File: src/rtl/dsp_addr_pkg.sv
// Shared codes for the display address counter.
// Assumes: the load and target codes below are fixed by the host-side decoder.
package dsp_addr_pkg;
    localparam logic [2:0] LD_FDX = 3'd0;
    localparam logic [2:0] LD_FDY = 3'd1;
    localparam logic [2:0] LD_CHX = 3'd2;
    localparam logic [2:0] LD_CHY = 3'd3;
    localparam logic [2:0] LD_UGA = 3'd4;

    localparam logic [1:0] TGT_FD   = 2'd0;
    localparam logic [1:0] TGT_CH   = 2'd1;
    localparam logic [1:0] TGT_UG   = 2'd2;

    localparam logic [1:0] MODE_COL = 2'b00;
    localparam logic [1:0] MODE_ROW = 2'b01;
endpackage

File: src/rtl/dsp_wrap_step.sv
// Next value of a wrapping up-counter field.
// Assumes: LAST fits in W bits; any value at or above LAST wraps to zero.
module dsp_wrap_step #(
    parameter int W    = 4,
    parameter int LAST = 14
) (
    input  logic [W-1:0] cur,
    output logic [W-1:0] nxt,
    output logic         wrap
);
    // Wrap detection and increment.
    always_comb begin
        wrap = (cur >= W'(LAST));
        nxt  = wrap ? '0 : cur + 1'b1;
    end
endmodule

File: src/rtl/dsp_xy_addr.sv
// Two-field pointer (X minor, Y major) with load and step.
// Assumes: a load of either field cancels a step in the same cycle;
// step_x carries into Y on X wrap, step_y moves Y alone.
module dsp_xy_addr #(
    parameter int X_LAST = 14,
    parameter int Y_LAST = 72,
    parameter int XW     = $clog2(X_LAST + 1),
    parameter int YW     = $clog2(Y_LAST + 1)
) (
    input  logic          clk,
    input  logic          rst_n,
    input  logic          ld_x,
    input  logic          ld_y,
    input  logic [XW-1:0] ld_x_val,
    input  logic [YW-1:0] ld_y_val,
    input  logic          wr,
    input  logic          step_x,
    input  logic          step_y,
    output logic [XW-1:0] x,
    output logic [YW-1:0] y
);
    logic [XW-1:0] x_nxt;
    logic [YW-1:0] y_nxt;
    logic          x_wrap;
    logic          y_wrap;

    dsp_wrap_step #(.W(XW), .LAST(X_LAST)) u_xs (.cur(x), .nxt(x_nxt), .wrap(x_wrap));
    dsp_wrap_step #(.W(YW), .LAST(Y_LAST)) u_ys (.cur(y), .nxt(y_nxt), .wrap(y_wrap));

    // Pointer register: reset, load priority, then step.
    always_ff @(posedge clk) begin
        if (!rst_n) begin
            x <= '0;
            y <= '0;
        end else if (ld_x || ld_y) begin
            if (ld_x) x <= ld_x_val;
            if (ld_y) y <= ld_y_val;
        end else if (wr) begin
            if (step_x) begin
                x <= x_nxt;
                if (x_wrap) y <= y_nxt;
            end else if (step_y) begin
                y <= y_nxt;
            end
        end
    end
endmodule

File: src/rtl/dsp_addr_seq.sv
// Display address counter: bitmap, character-map and glyph-RAM write pointers.
// Assumes: one write and one load per cycle at most; pointers are registered
// and move on the clock edge that samples the strobe.
module dsp_addr_seq
    import dsp_addr_pkg::*;
#(
    parameter int DATA_W       = 8,
    parameter int FD_X_LAST    = 14,
    parameter int FD_Y_LAST    = 72,
    parameter int CH_X_WRAP    = 19,
    parameter int CH_Y_LAST    = 7,
    parameter int UG_LINES     = 7,
    parameter int UG_CODE_LAST = 15,
    parameter int UG_DATA_W    = 5
) (
    input  logic                                   clk,
    input  logic                                   rst_n,
    input  logic                                   ld_en,
    input  logic [2:0]                             ld_reg,
    input  logic [DATA_W-1:0]                      ld_val,
    input  logic                                   wr_en,
    input  logic [1:0]                             wr_tgt,
    input  logic [DATA_W-1:0]                      wr_data,
    input  logic [1:0]                             inc_mode,
    output logic [$clog2(FD_X_LAST+1)-1:0]         fd_x,
    output logic [$clog2(FD_Y_LAST+1)-1:0]         fd_y,
    output logic [$clog2(CH_X_WRAP+3)-1:0]         ch_x,
    output logic [$clog2(CH_Y_LAST+1)-1:0]         ch_y,
    output logic [$clog2(UG_LINES+1)+$clog2(UG_CODE_LAST+1)-1:0] ug_addr,
    output logic                                   ug_we,
    output logic [UG_DATA_W-1:0]                   ug_wdata
);
    localparam int FXW = $clog2(FD_X_LAST + 1);
    localparam int FYW = $clog2(FD_Y_LAST + 1);
    localparam int CXW = $clog2(CH_X_WRAP + 3);
    localparam int CYW = $clog2(CH_Y_LAST + 1);
    localparam int ULW = $clog2(UG_LINES + 1);
    localparam int UCW = $clog2(UG_CODE_LAST + 1);

    logic          col_mode;
    logic          row_mode;
    logic          wr_fd;
    logic          wr_ch;
    logic          wr_ug;
    logic [ULW-1:0] ug_line;
    logic [UCW-1:0] ug_code;

    // Mode and target decode.
    always_comb begin
        col_mode = (inc_mode == MODE_COL);
        row_mode = (inc_mode == MODE_ROW);
        wr_fd    = wr_en && (wr_tgt == TGT_FD);
        wr_ch    = wr_en && (wr_tgt == TGT_CH);
        wr_ug    = wr_en && (wr_tgt == TGT_UG);
    end

    dsp_xy_addr #(.X_LAST(FD_X_LAST), .Y_LAST(FD_Y_LAST), .XW(FXW), .YW(FYW)) u_fd (
        .clk      (clk),
        .rst_n    (rst_n),
        .ld_x     (ld_en && (ld_reg == LD_FDX)),
        .ld_y     (ld_en && (ld_reg == LD_FDY)),
        .ld_x_val (ld_val[FXW-1:0]),
        .ld_y_val (ld_val[FYW-1:0]),
        .wr       (wr_fd),
        .step_x   (col_mode),
        .step_y   (row_mode),
        .x        (fd_x),
        .y        (fd_y)
    );

    dsp_xy_addr #(.X_LAST(CH_X_WRAP), .Y_LAST(CH_Y_LAST), .XW(CXW), .YW(CYW)) u_ch (
        .clk      (clk),
        .rst_n    (rst_n),
        .ld_x     (ld_en && (ld_reg == LD_CHX)),
        .ld_y     (ld_en && (ld_reg == LD_CHY)),
        .ld_x_val (ld_val[CXW-1:0]),
        .ld_y_val (ld_val[CYW-1:0]),
        .wr       (wr_ch),
        .step_x   (col_mode),
        .step_y   (row_mode),
        .x        (ch_x),
        .y        (ch_y)
    );

    // Glyph pointer: line is the minor field, code the major; both
    // auto-increment modes step the line, the spare slot is LAST.
    dsp_xy_addr #(.X_LAST(UG_LINES), .Y_LAST(UG_CODE_LAST), .XW(ULW), .YW(UCW)) u_ug (
        .clk      (clk),
        .rst_n    (rst_n),
        .ld_x     (ld_en && (ld_reg == LD_UGA)),
        .ld_y     (ld_en && (ld_reg == LD_UGA)),
        .ld_x_val (ld_val[ULW-1:0]),
        .ld_y_val (ld_val[ULW+UCW-1:ULW]),
        .wr       (wr_ug),
        .step_x   (!inc_mode[1]),
        .step_y   (1'b0),
        .x        (ug_line),
        .y        (ug_code)
    );

    // Glyph RAM write port: suppressed in the spare line slot.
    always_comb begin
        ug_addr  = {ug_code, ug_line};
        ug_we    = wr_ug && (ug_line < ULW'(UG_LINES));
        ug_wdata = wr_data[UG_DATA_W-1:0];
    end

    wire unused_bits = &{1'b0, wr_data[DATA_W-1:UG_DATA_W], ld_val[DATA_W-1:ULW+UCW]};
endmodule

File: config.mk
export PLATFORM = sky130hd
export DESIGN_NAME = dsp_addr_seq
export DESIGN_NICKNAME = d
export VERILOG_FILES = /design/src/rtl/dsp_addr_pkg.sv /design/src/rtl/dsp_wrap_step.sv /design/src/rtl/dsp_xy_addr.sv /design/src/rtl/dsp_addr_seq.sv
export SDC_FILE = /design/constraint.sdc
export NUM_CORES = 1
export LEC_CHECK = 0
export CAP_MARGIN = 20
export CORE_MARGIN = 2
export CORE_UTILIZATION = 40
export DETAILED_ROUTE_END_ITERATION = 12
export GPL_TIMING_DRIVEN = 0
export PLACE_DENSITY = 0.72
export SYNTH_ARGS = -nofsm -noshare
export SYNTH_HDL_FRONTEND = slang
export SYNTH_HIERARCHICAL = 1
export SYNTH_SLANG_ARGS = --single-unit
File: constraint.sdc
create_clock -name clk -period 1.8 [get_ports clk]
set_input_delay 0.18 -clock clk [delete_from_list [all_inputs] [get_ports clk]]
set_output_delay 0.18 -clock clk [all_outputs]
set_load 0.03 [all_outputs]
== Word level (Yosys, flattened, before mapping) ==
Cells that the tools add are included.
W data, S select, Z words.

* Register bits after elaboration: 26
* Bits in latches: 0
* RAM bits: 0
* Memory bits (read-only): 0
* Input port bits: 27
* Output and inout port bits: 32
* Word-level logic and storage cells: 94
* Memories: 0

* $add $sub $neg: 6
* $mul: 0
* Div/mod/pow operators: 0
* $lt $le $gt $ge: 7
* Equal/unequal tests: 14
* Shift-type cells: 0
* Mux-type cells: 33
* Bitwise logic cells: 0
* Reduce and logical (&&, ||, !) cells: 28

{| class="wikitable"
|+ Operators by type and width
! cell !! number
|-
| $mux W7 || 7
|-
| $mux W4 || 10
|-
| $mux W3 || 11
|-
| $mux W5 || 5
|-
| $reduce_bool A2 Y1 || 6
|-
| $ne A2 B1 Y1 const B || 5
|-
| $logic_and A1 B1 Y1 || 9
|-
| $reduce_and A3 Y1 || 3
|-
| $add A4 B1 Y4 const B || 2
|-
| $ge A4 B4 Y1 const B || 2
|-
| $reduce_and A4 Y1 || 2
|-
| $add A7 B1 Y7 const B || 1
|-
| $ge A7 B7 Y1 const B || 1
|-
| $add A3 B1 Y3 const B || 2
|-
| $eq A3 B2 Y1 const B || 2
|-
| $ge A3 B3 Y1 const B || 2
|-
| $ne A3 B1 Y1 const B || 2
|-
| $reduce_bool A3 Y1 || 2
|-
| $add A5 B1 Y5 const B || 1
|-
| $ge A5 B5 Y1 const B || 1
|-
| $eq A2 B1 Y1 const B || 2
|-
| $logic_not A2 Y1 || 2
|-
| $eq A3 B1 Y1 const B || 1
|-
| $eq A3 B3 Y1 const B || 1
|-
| 5 further kinds || 6
|}

== Logic depth before layout (Yosys ltp) ==
Gate-level depths: netlist of run 1.

* Depth after elaboration: 6
* Mapped depth: 7
* Depth with buffers taken out: 7

== Hierarchy ==
The synthesis of run 1 kept the hierarchy.

{| class="wikitable"
|+ Modules (own cells, without submodules)
! module !! instances !! cells an instance !! area each (µm²) !! sequential area each (µm²)
|-
| dsp_xy_addr at u_fd || 1 || 62 || 619.3 || 220.2
|-
| dsp_xy_addr at u_ch || 1 || 43 || 434.2 || 160.2
|-
| dsp_xy_addr at u_ug || 1 || 40 || 387.9 || 140.1
|-
| dsp_wrap_step at u_fd.u_ys || 1 || 24 || 160.2 || 0.0
|-
| dsp_addr_seq || 1 || 20 || 153.9 || 0.0
|-
| dsp_wrap_step at u_ch.u_xs || 1 || 14 || 102.6 || 0.0
|-
| dsp_wrap_step at u_fd.u_xs || 1 || 13 || 92.6 || 0.0
|-
| dsp_wrap_step at u_ug.u_xs || 1 || 8 || 60.1 || 0.0
|-
| dsp_wrap_step at u_ug.u_ys || 1 || 7 || 52.6 || 0.0
|-
| dsp_wrap_step at u_ch.u_ys || 1 || 7 || 51.3 || 0.0
|}

== Worst setup path after synthesis of run 1 ==
Ideal clock, no wire load.

* Path kind: reg-to-reg
* From: register u_ch.x[0]
* To: register u_ch.y[0]
* Library setup time: 124 ps
* Data arrival time: 1,905 ps
* Data required time: 1,676 ps
* Slack: -229 ps
* Cell stages (with the launch flop): 7
* Path buffers: 0
* Clock period less this slack: 2,029 ps
* Cell sequence: dfxtp_1 > ha_1 > a2111o_1 > and2_1 > mux2_4 > a31o_2 > mux2i_1

* Word-level cells in the longest chain between the ends: 3

{| class="wikitable"
|+ Ends and longest elaborated chain
! element !! line !! text
|-
| start, declared || dsp_xy_addr.sv:19 || <nowiki>output logic [XW-1:0] x,</nowiki>
|-
| start signal, assigned || dsp_xy_addr.sv:36 || <nowiki>if (ld_x) x <= ld_x_val;</nowiki>
|-
| start signal, assigned || dsp_xy_addr.sv:40 || <nowiki>x <= x_nxt;</nowiki>
|-
| $ge A5 B5 Y1 || dsp_wrap_step.sv:13 || <nowiki>wrap = (cur >= W'(LAST));</nowiki>
|-
| via u_ch.x_wrap || dsp_xy_addr.sv:24 || <nowiki>logic x_wrap;</nowiki>
|-
| $ne A3 B1 Y1 (no source line) || -- ||
|-
| $reduce_and A4 Y1 (no source line) || -- ||
|-
| end signal, assigned || dsp_xy_addr.sv:37 || <nowiki>if (ld_y) y <= ld_y_val;</nowiki>
|-
| end signal, assigned || dsp_xy_addr.sv:41 || <nowiki>if (x_wrap) y <= y_nxt;</nowiki>
|-
| end signal, assigned || dsp_xy_addr.sv:43 || <nowiki>y <= y_nxt;</nowiki>
|-
| end, declared || dsp_xy_addr.sv:20 || <nowiki>output logic [YW-1:0] y</nowiki>
|}

The timed path passes the listed nets, and every way through them passes these cells.
A chain may end at the register's enable or synchronous reset.

== Worst setup path after layout of run 1 ==
* From: register u_ch.x[0]
* To: register u_ch.y[1]

The elaborated chain is that of the path after synthesis.

==> results.txt, run 1 <==
----------------------------------------------------
[Run status]
  Status ... finished, final reports clean

[Cells and area]
  Layout area overhead ... 37.82%
  Nets@finish ... 336
  Final cell utilization of the core ... 56.96%
  Non-Filler Cell Area, Final ... 2909 um2
  Fraction of final layout cells with drive strength greater than 1 ... 24.83%
  Antenna Cells ... 0

[Job]
  Max Cap Violations ... 0

[Clock tree]
  Number of sinks driven by the clock tree ... 26
  CTS tree ... done
  Count of H-tree levels built during CTS ... 1
  TritonCTS Buffers ... 3
  Buffer depth of the longest clock path ... 2
  Clk pin slew, worst setup/hold paths ... 0.10 ns
  Clock root buffer ... clkbuf_8
  Clk_lat worst skew ... 0.28 ns

[Worst setup path]
  Largest stage delay on the critical path ... 0.38 ns
  Ordered cell list for the critical path ... ha_4, a2111o_1, and2_1, mux2_4, a31o_4, mux2i_1
  Critical path start-end classification ... flop to flop
  Max stage delay cell, worst path ... dfxtp_4
  Nature of the critical path endpoint ... flop
  WP data arrival ... 1.94 ns
  Data required time of the worst path ... 1.97 ns
  Kind of start point of the critical path ... flop
  Largest driver fanout on the critical path ... 4

[Power and ir drop]
  Portion of total power attributed to sequential cells ... 43.7%
  Maximum vdd ir drop ... 0.2996 mV
  Internal power of the cells ... 1004 uW
  Reported net switching power ... 435.4 uW
  Clock share of power ... 27.7%
  Power per cell area ... 494.7 nW/um2
  Proportion of total power due to net switching ... 30.25%
  Static leakage power ... 0.001312 uW
  Portion of total power attributed to combinational logic ... 28.6%

[Worst hold path]
  Min-Delay Path Class ... flop to flop

[Synthesis]
  Synth Cell Area ... 2111 um2
  Number of standard cells after synthesis ... 237
  Syn_nets ... 274
  Mean area per synthesized cell ... 8.906 um2
  Number of warnings issued by yosys ... 6

[Detailed routing]
  Count of nets left with antenna violations after detail routing ... 0
  Wire length reported by the detailed router ... 5379 um
  First-pass DRT Iterations ... 4
  Routed wire length per instance ... 14.62 um
  Via count of the routed design ... 2,002
  Drc violations ... 0
  Number of DRC markers after the initial detailed-route iteration ... 103
  Drt via density ... 5.440

[Global route]
  Wire length of the first global-routing pass ... 8631 um
  Via count of the first global-routing pass ... 1,773
  Antenna violations before repair ... 0
  All-Layer GR Usage ... 17.77%
  Maximum number of pins on one net before global-route repair ... 15
  Congestion Overflow GR ... 0

[Timing]
  Final worst-path cycle share ... 98.11%
  Shortest period the worst path allows ... 1.766 ns
  Final hold vios ... 0
  Setup Skew ... 0.003323 ns
  Worst hold slack after final layout ... 0.4977 ns
  Highest clock frequency the design can meet ... 566.3 MHz
  RSZ-0062 raised after global routing ... false
  Final Setup Violations ... 0
  Number of max-slew violations in the final report ... 0

[Floorplan]
  Die Y-Extent ... 76.64 um
  I/O pin count ... 59
  Initial standard-cell utilization of the core ... 41.33%
  FP Rows ... 26
  Die span in x ... 76.64 um
  Std-Cell Core Area ... 5107 um2
  Die ar. ... 5874 um2

[Placed design]
  Count of input and output buffers ... 49
  Global placer's final weighted congestion ... 0.7999
  Area post-placement ... 2724 um2
  Post-detail-place hpwl ... 3769 um

----------------------------------------------------
==> worst paths after layout <==
path | startpoint | end | slack, ns | depth (start not counted)
hold / removal | u_fd/y[1] | u_fd/y[1] | 0.50 | 2
setup reg to reg | u_ch/x[0] | u_ch/y[1] | 0.03 | 6
hold reg to reg | u_fd/y[1] | u_fd/y[1] | 0.50 | 2
setup / recovery | u_ch/x[0] | u_ch/y[1] | 0.03 | 6
==> final cells by class <==
type                            instances  area [um2]
Timing Repair Buffer                   57       551.8
Inverter                               10       37.54
Fill cell                             480        2198
Sequential cell                        26       539.3
Clock buffer                            4       55.05
Multi-Input combinational cell        187        1541
Tap cell                               70       87.58
Buffer                                 14       96.34
==> through the flow <==
step	setup WS [ns]	power (uW)	setup TNS [ns]	std cells
after detailed placement	-0.6349	1028	-8.319	356
after global placement	-0.6751	1024	-8.287	356
after CTS	0.0006235	1431	0	362
after global routing	0.0001319	1503	0	368
after floorplan	0.002062	881.2	0	237
final	0.03406	1439	0	368
==> registers in the layout, indices dropped and copies added (netlist names) <==
register and flops:
u_ch/x 5, u_ug/x 3, u_fd/x 4, u_fd/y 7
u_ch/y 3, u_ug/y 4
==> power groups by stage <==
| stage | sequential [uW] | combinational, uW | clock (uW) |
|---|---|---|---|
| floorplan | 677 | 204 | 0 |
| global placement | 643 | 380 | 0 |
| detailed placement | 644 | 384 | 0 |
| CTS | 629 | 397 | 404 |
| global route | 633 | 439 | 431 |
| finish | 628 | 412 | 399 |
==> layout by cell type, fill, tap and decap left out, drive strengths merged, types with 2 or more instances in the layout <==
master and n:
a311oi 2, a31o 4, a31oi 3, and2 3, and3b 4, and4bb 2, buf 17, clkbuf 9
clkdlybuf4s50 44, dfxtp 26, dlygate4sd2 3, dlymetal6s2s 2, ha 10, inv 10, mux2 16, mux2i 15
nand2 18, nand2b 3, nand3 4, nor2 21, nor2b 5, nor3 2, o211a 13, o211ai 14
o21ai 2, or3 27, xnor2 3, xor2 2
==> worst max-delay path: cells and delay by family (launching register included) <==
kind | cells | cell delay [ns]
AO/OA/AOI/OAI | 2 | 0.57
flip-flops | 1 | 0.38
multiplexers | 2 | 0.36
adder cells (fa/ha/maj) | 1 | 0.17
AND/OR/NAND/NOR | 1 | 0.17
==> layer usage <==
| layer | vias up | GRT usage (%) | wire length [um] |
|---|---|---|---|
| met5 | - | 0 | 0 |
| met4 | 0 | 5.636 | 69 |
| met3 | 7 | 3.081 | 207 |
| met2 | 46 | 28.50 | 2450 |
| met1 | 958 | 24.24 | 2651 |
| li1 | 991 | - | - |
==> timing repair <==
action | 4_1_cts | 5_1_grt
setup endpoints to repair | 20 | 26
hold buffers | 0 | 0
setup buffers | 2 | 6
resized for setup | 10 | 15
pin swaps | 3 | 4
No activity file was read; power rests on OpenSTA's default activity.
==> inputs of run 2 (changes only) <==
--- a/config.mk
+++ b/config.mk
@@ -6,11 +6,12 @@
 export NUM_CORES = 1
 export LEC_CHECK = 0
 export CAP_MARGIN = 20
+export CORE_ASPECT_RATIO = 0.6
 export CORE_MARGIN = 2
-export CORE_UTILIZATION = 40
+export CORE_UTILIZATION = 44
 export DETAILED_ROUTE_END_ITERATION = 12
 export GPL_TIMING_DRIVEN = 0
-export PLACE_DENSITY = 0.72
+export PLACE_DENSITY = 0.78
 export SYNTH_ARGS = -nofsm -noshare
 export SYNTH_HDL_FRONTEND = slang
 export SYNTH_HIERARCHICAL = 1
==> run 2 against run 1 <==
  * Design area decreased by 0.47%
  * Register-to-register slack improved by 0.03 ns
  * Worst hold slack improved by 0.010 ns
  * Final cell count decreased by 1.6%
  * Sequential share of layout area increased by 0.088 points
  * Power decreased by 3.9%
  * Critical path depth unchanged
  * Global-route usage increased by 2.3 points
  * Setup slack improved by 0.027 ns
  * Critical path type unchanged
  * Largest cell class unchanged
  * Highest routed layer unchanged
==> results.txt, run 2 (synthesized netlist as in run 1, its figures left out) <==
----------------------------------------------------
[Run status]
  Status ... finished, final reports clean

[Cells and area]
  Commonest cells after routing, fill and taps aside ... clkdlybuf4s50_1 (45), or3_1 (20), dfxtp_1 (19)
  Most common cell after layout, fill and taps aside ... clkdlybuf4s50_1
  Final cell utilization of the core ... 63.10% (+6.1 points)
  Footprint of the multi-input gates ... 1538 um2 (-0.24%)
  Count of fill cells added during filler insertion ... 392 (-18%)
  Largest regs ... u_fd/y x7, u_ch/x x5
  Layout area overhead ... 37.17%
  Fraction of final layout cells with drive strength greater than 1 ... 24.41% (-0.42 points)
  Reg area ... 539.3 um2 (unchanged)
  Nets@finish ... 337 (+0.30%)
  Antenna Cells ... 0 (unchanged)
  Register with the highest flop count ... u_fd/y
  Max reg flops ... 7 (unchanged)

[Timing]
  Final hold vios ... 0 (unchanged)
  Minimum setup slack in the final design ... 0.06068 ns (+0.02661 ns)
  Final Setup Violations ... 0 (unchanged)
  Highest clock frequency the design can meet ... 574.9 MHz (+1.5%)
  RSZ-0062 raised after global routing ... true
  Shortest period the worst path allows ... 1.739 ns (-0.02661 ns)
  Worst hold slack after final layout ... 0.5078 ns (+0.01004 ns)
  Setup Skew ... 0.008306 ns (+0.004983 ns)
  Final worst-path cycle share ... 96.63% (-1.5 points)
  Number of max-slew violations in the final report ... 0 (unchanged)

[Worst setup path]
  Kind of start point of the critical path ... flop
  Nature of the critical path endpoint ... flop
  Largest driver fanout on the critical path ... 6 (+2)
  Capture point of the worst reg-to-reg path ... u_ug/y[1]
  R2R Path Start ... u_ug/x[0]
  Critical path start-end classification ... flop to flop
  WP data arrival ... 1.90 ns (-0.04 ns)
  Reg2Reg Depth ... 6 (unchanged)
  Data required time of the worst path ... 1.96 ns (about the same)
  Setup slack, reg-to-reg ... 0.06 ns (+0.03 ns)

[Power and ir drop]
  Reported net switching power ... 418.5 uW (-3.9%)
  Clock share of power ... 24.9% (-2.8 points)
  Proportion of total power due to net switching ... 30.24% (about the same)
  Static leakage power ... 0.001315 uW (+0.26%)
  Portion of total power attributed to sequential cells ... 45.4% (+1.7 points)
  Portion of total power attributed to combinational logic ... 29.7% (+1.1 points)
  Power Total ... 1384 uW (-3.9%)
  Maximum vdd ir drop ... 0.3137 mV (+4.7%)
  Internal power of the cells ... 965.3 uW (-3.8%)
  Power per cell area ... 478.0 nW/um2 (-3.4%)

[Placed design]
  Post-detail-place hpwl ... 3898 um (+3.4%)
  Count of input and output buffers ... 49 (unchanged)
  Global placer's final weighted congestion ... 0.8683 (+8.6%)
  Pre-CTS setup slack ... -0.6232 ns (+0.01163 ns)

[Detailed routing]
  Drt via density ... 5.500 (+1.1%)
  Number of DRC markers after the initial detailed-route iteration ... 63 (-39%)
  Via count of the routed design ... 1,991 (-0.55%)
  Drc violations ... 0 (unchanged)
  Routed wire length per instance ... 14.85 um (+1.6%)
  First-pass DRT Iterations ... 4 (unchanged)
  Count of nets left with antenna violations after detail routing ... 0 (unchanged)
  Wire length reported by the detailed router ... 5377 um (about the same)

[Worst hold path]
  Hold path cells ... 2 (unchanged)
  Min-Delay Path Class ... flop to flop
  Min-Delay Endpoint ... u_fd/y[1]
  Critical hold path startpoint ... u_fd/y[1]

[Floorplan]
  FP Rows ... 19 (-27%)
  Die span in x ... 93.42 um (+22%)
  Initial standard-cell utilization of the core ... 46.00% (+4.7 points)
  I/O pin count ... 59 (unchanged)
  Die ar. ... 5385 um2 (-8.3%)
  Die Y-Extent ... 57.65 um (-25%)
  Std-Cell Core Area ... 4588 um2 (-10%)

[Global route]
  Congestion Overflow GR ... 0 (unchanged)
  Maximum number of pins on one net before global-route repair ... 15 (unchanged)
  All-Layer GR Usage ... 20.03% (+2.3 points)
  Via count of the first global-routing pass ... 1,744 (-1.6%)
  Antenna violations before repair ... 0 (unchanged)
  Wire length of the first global-routing pass ... 8556 um (-0.87%)

[Clock tree]
  Count of H-tree levels built during CTS ... 1 (unchanged)
  Buffer depth of the longest clock path ... 2 (unchanged)
  CTS tree ... done
  Clk pin slew, worst setup/hold paths ... 0.09 ns (about the same)
  Number of sinks driven by the clock tree ... 26 (unchanged)
  TritonCTS Buffers ... 3 (unchanged)
  Post-cts hold buffer count ... 0 (unchanged)
  Clock root buffer ... clkbuf_8
  Clk_lat worst skew ... 0.27 ns (about the same)

[Job]
  Max Cap Violations ... 0 (unchanged)

----------------------------------------------------
run 2: cell count changes in the layout (fill, tap and decap cells not counted), sizes merged:
cell / before / now
buf: 17 / 18
clkdlybuf4s50: 44 / 45
dlymetal6s2s: 2 / 3
dlygate4sd2: 3 / 1
run 2: through the flow:
stage          instance area (um2)  cells  setup TNS, ns
3_5_place_dp                  2715    349         -8.157
6_report                      2895    362              0
4_1_cts                       2816    357        -0.1882
3_3_place_gp                  2715    349         -7.375
5_1_grt                       2895    362      -0.008944
2_1_floorplan                 2146    237              0
run 2: worst max-delay path: stages (launching register included):
cell and delay, ns:
dfxtp_4 0.37, ha_1 0.20, ha_2 0.18, a31o_1 0.21
mux2_4 0.27, a31o_4 0.27, mux2i_1 0.12
run 2: worst max-delay path by stage:
stage | startpoint | endpoint | slack [ns] | cells past startpoint
3_5_place_dp | ld_reg[2] | u_ug/x[0] | -0.62 | 7
3_3_place_gp | ld_reg[2] | u_ug/x[1] | -0.62 | 7
5_1_grt | ld_reg[0] | u_ch/x[0] | -0.005 | 5
2_1_floorplan | u_fd/x[0] | u_fd/y[0] | 0.002 | 7
6_report | u_ug/x[0] | u_ug/y[1] | 0.06 | 6
4_1_cts | ld_reg[1] | u_fd/x[2] | -0.04 | 5
run 2: cell type report:
class | instances | area share [%]
buffer | 14 | 3.198
clock buffer | 4 | 1.556
inverter | 10 | 1.296
multi-input combinational | 187 | 53.11
sequential | 26 | 18.63
tap | 63 | 2.723
timing repair buffer | 58 | 19.49
run 2: repair_timing:
item,in CTS,in global routing
resized for setup,6,16
pin swaps,3,3
setup endpoints to repair,19,26
buffers inserted,4,5
run 2: power by group through the flow:
stage / sequential (uW) / clock [uW] / combinational, uW
finish: 628 / 345 / 411
global route: 634 / 388 / 439
CTS: 630 / 360 / 398
detailed placement: 644 / 0 / 384
global placement: 643 / 0 / 379
floorplan: 677 / 0 / 204
run 2: layer usage:
metal	wire (um)	track usage, %	vias to the layer above
met4	20	2.311	0
met1	2763	30.82	941
li1	-	-	999
met5	0	0	-
met3	225	3.901	4
met2	2367	30.01	47
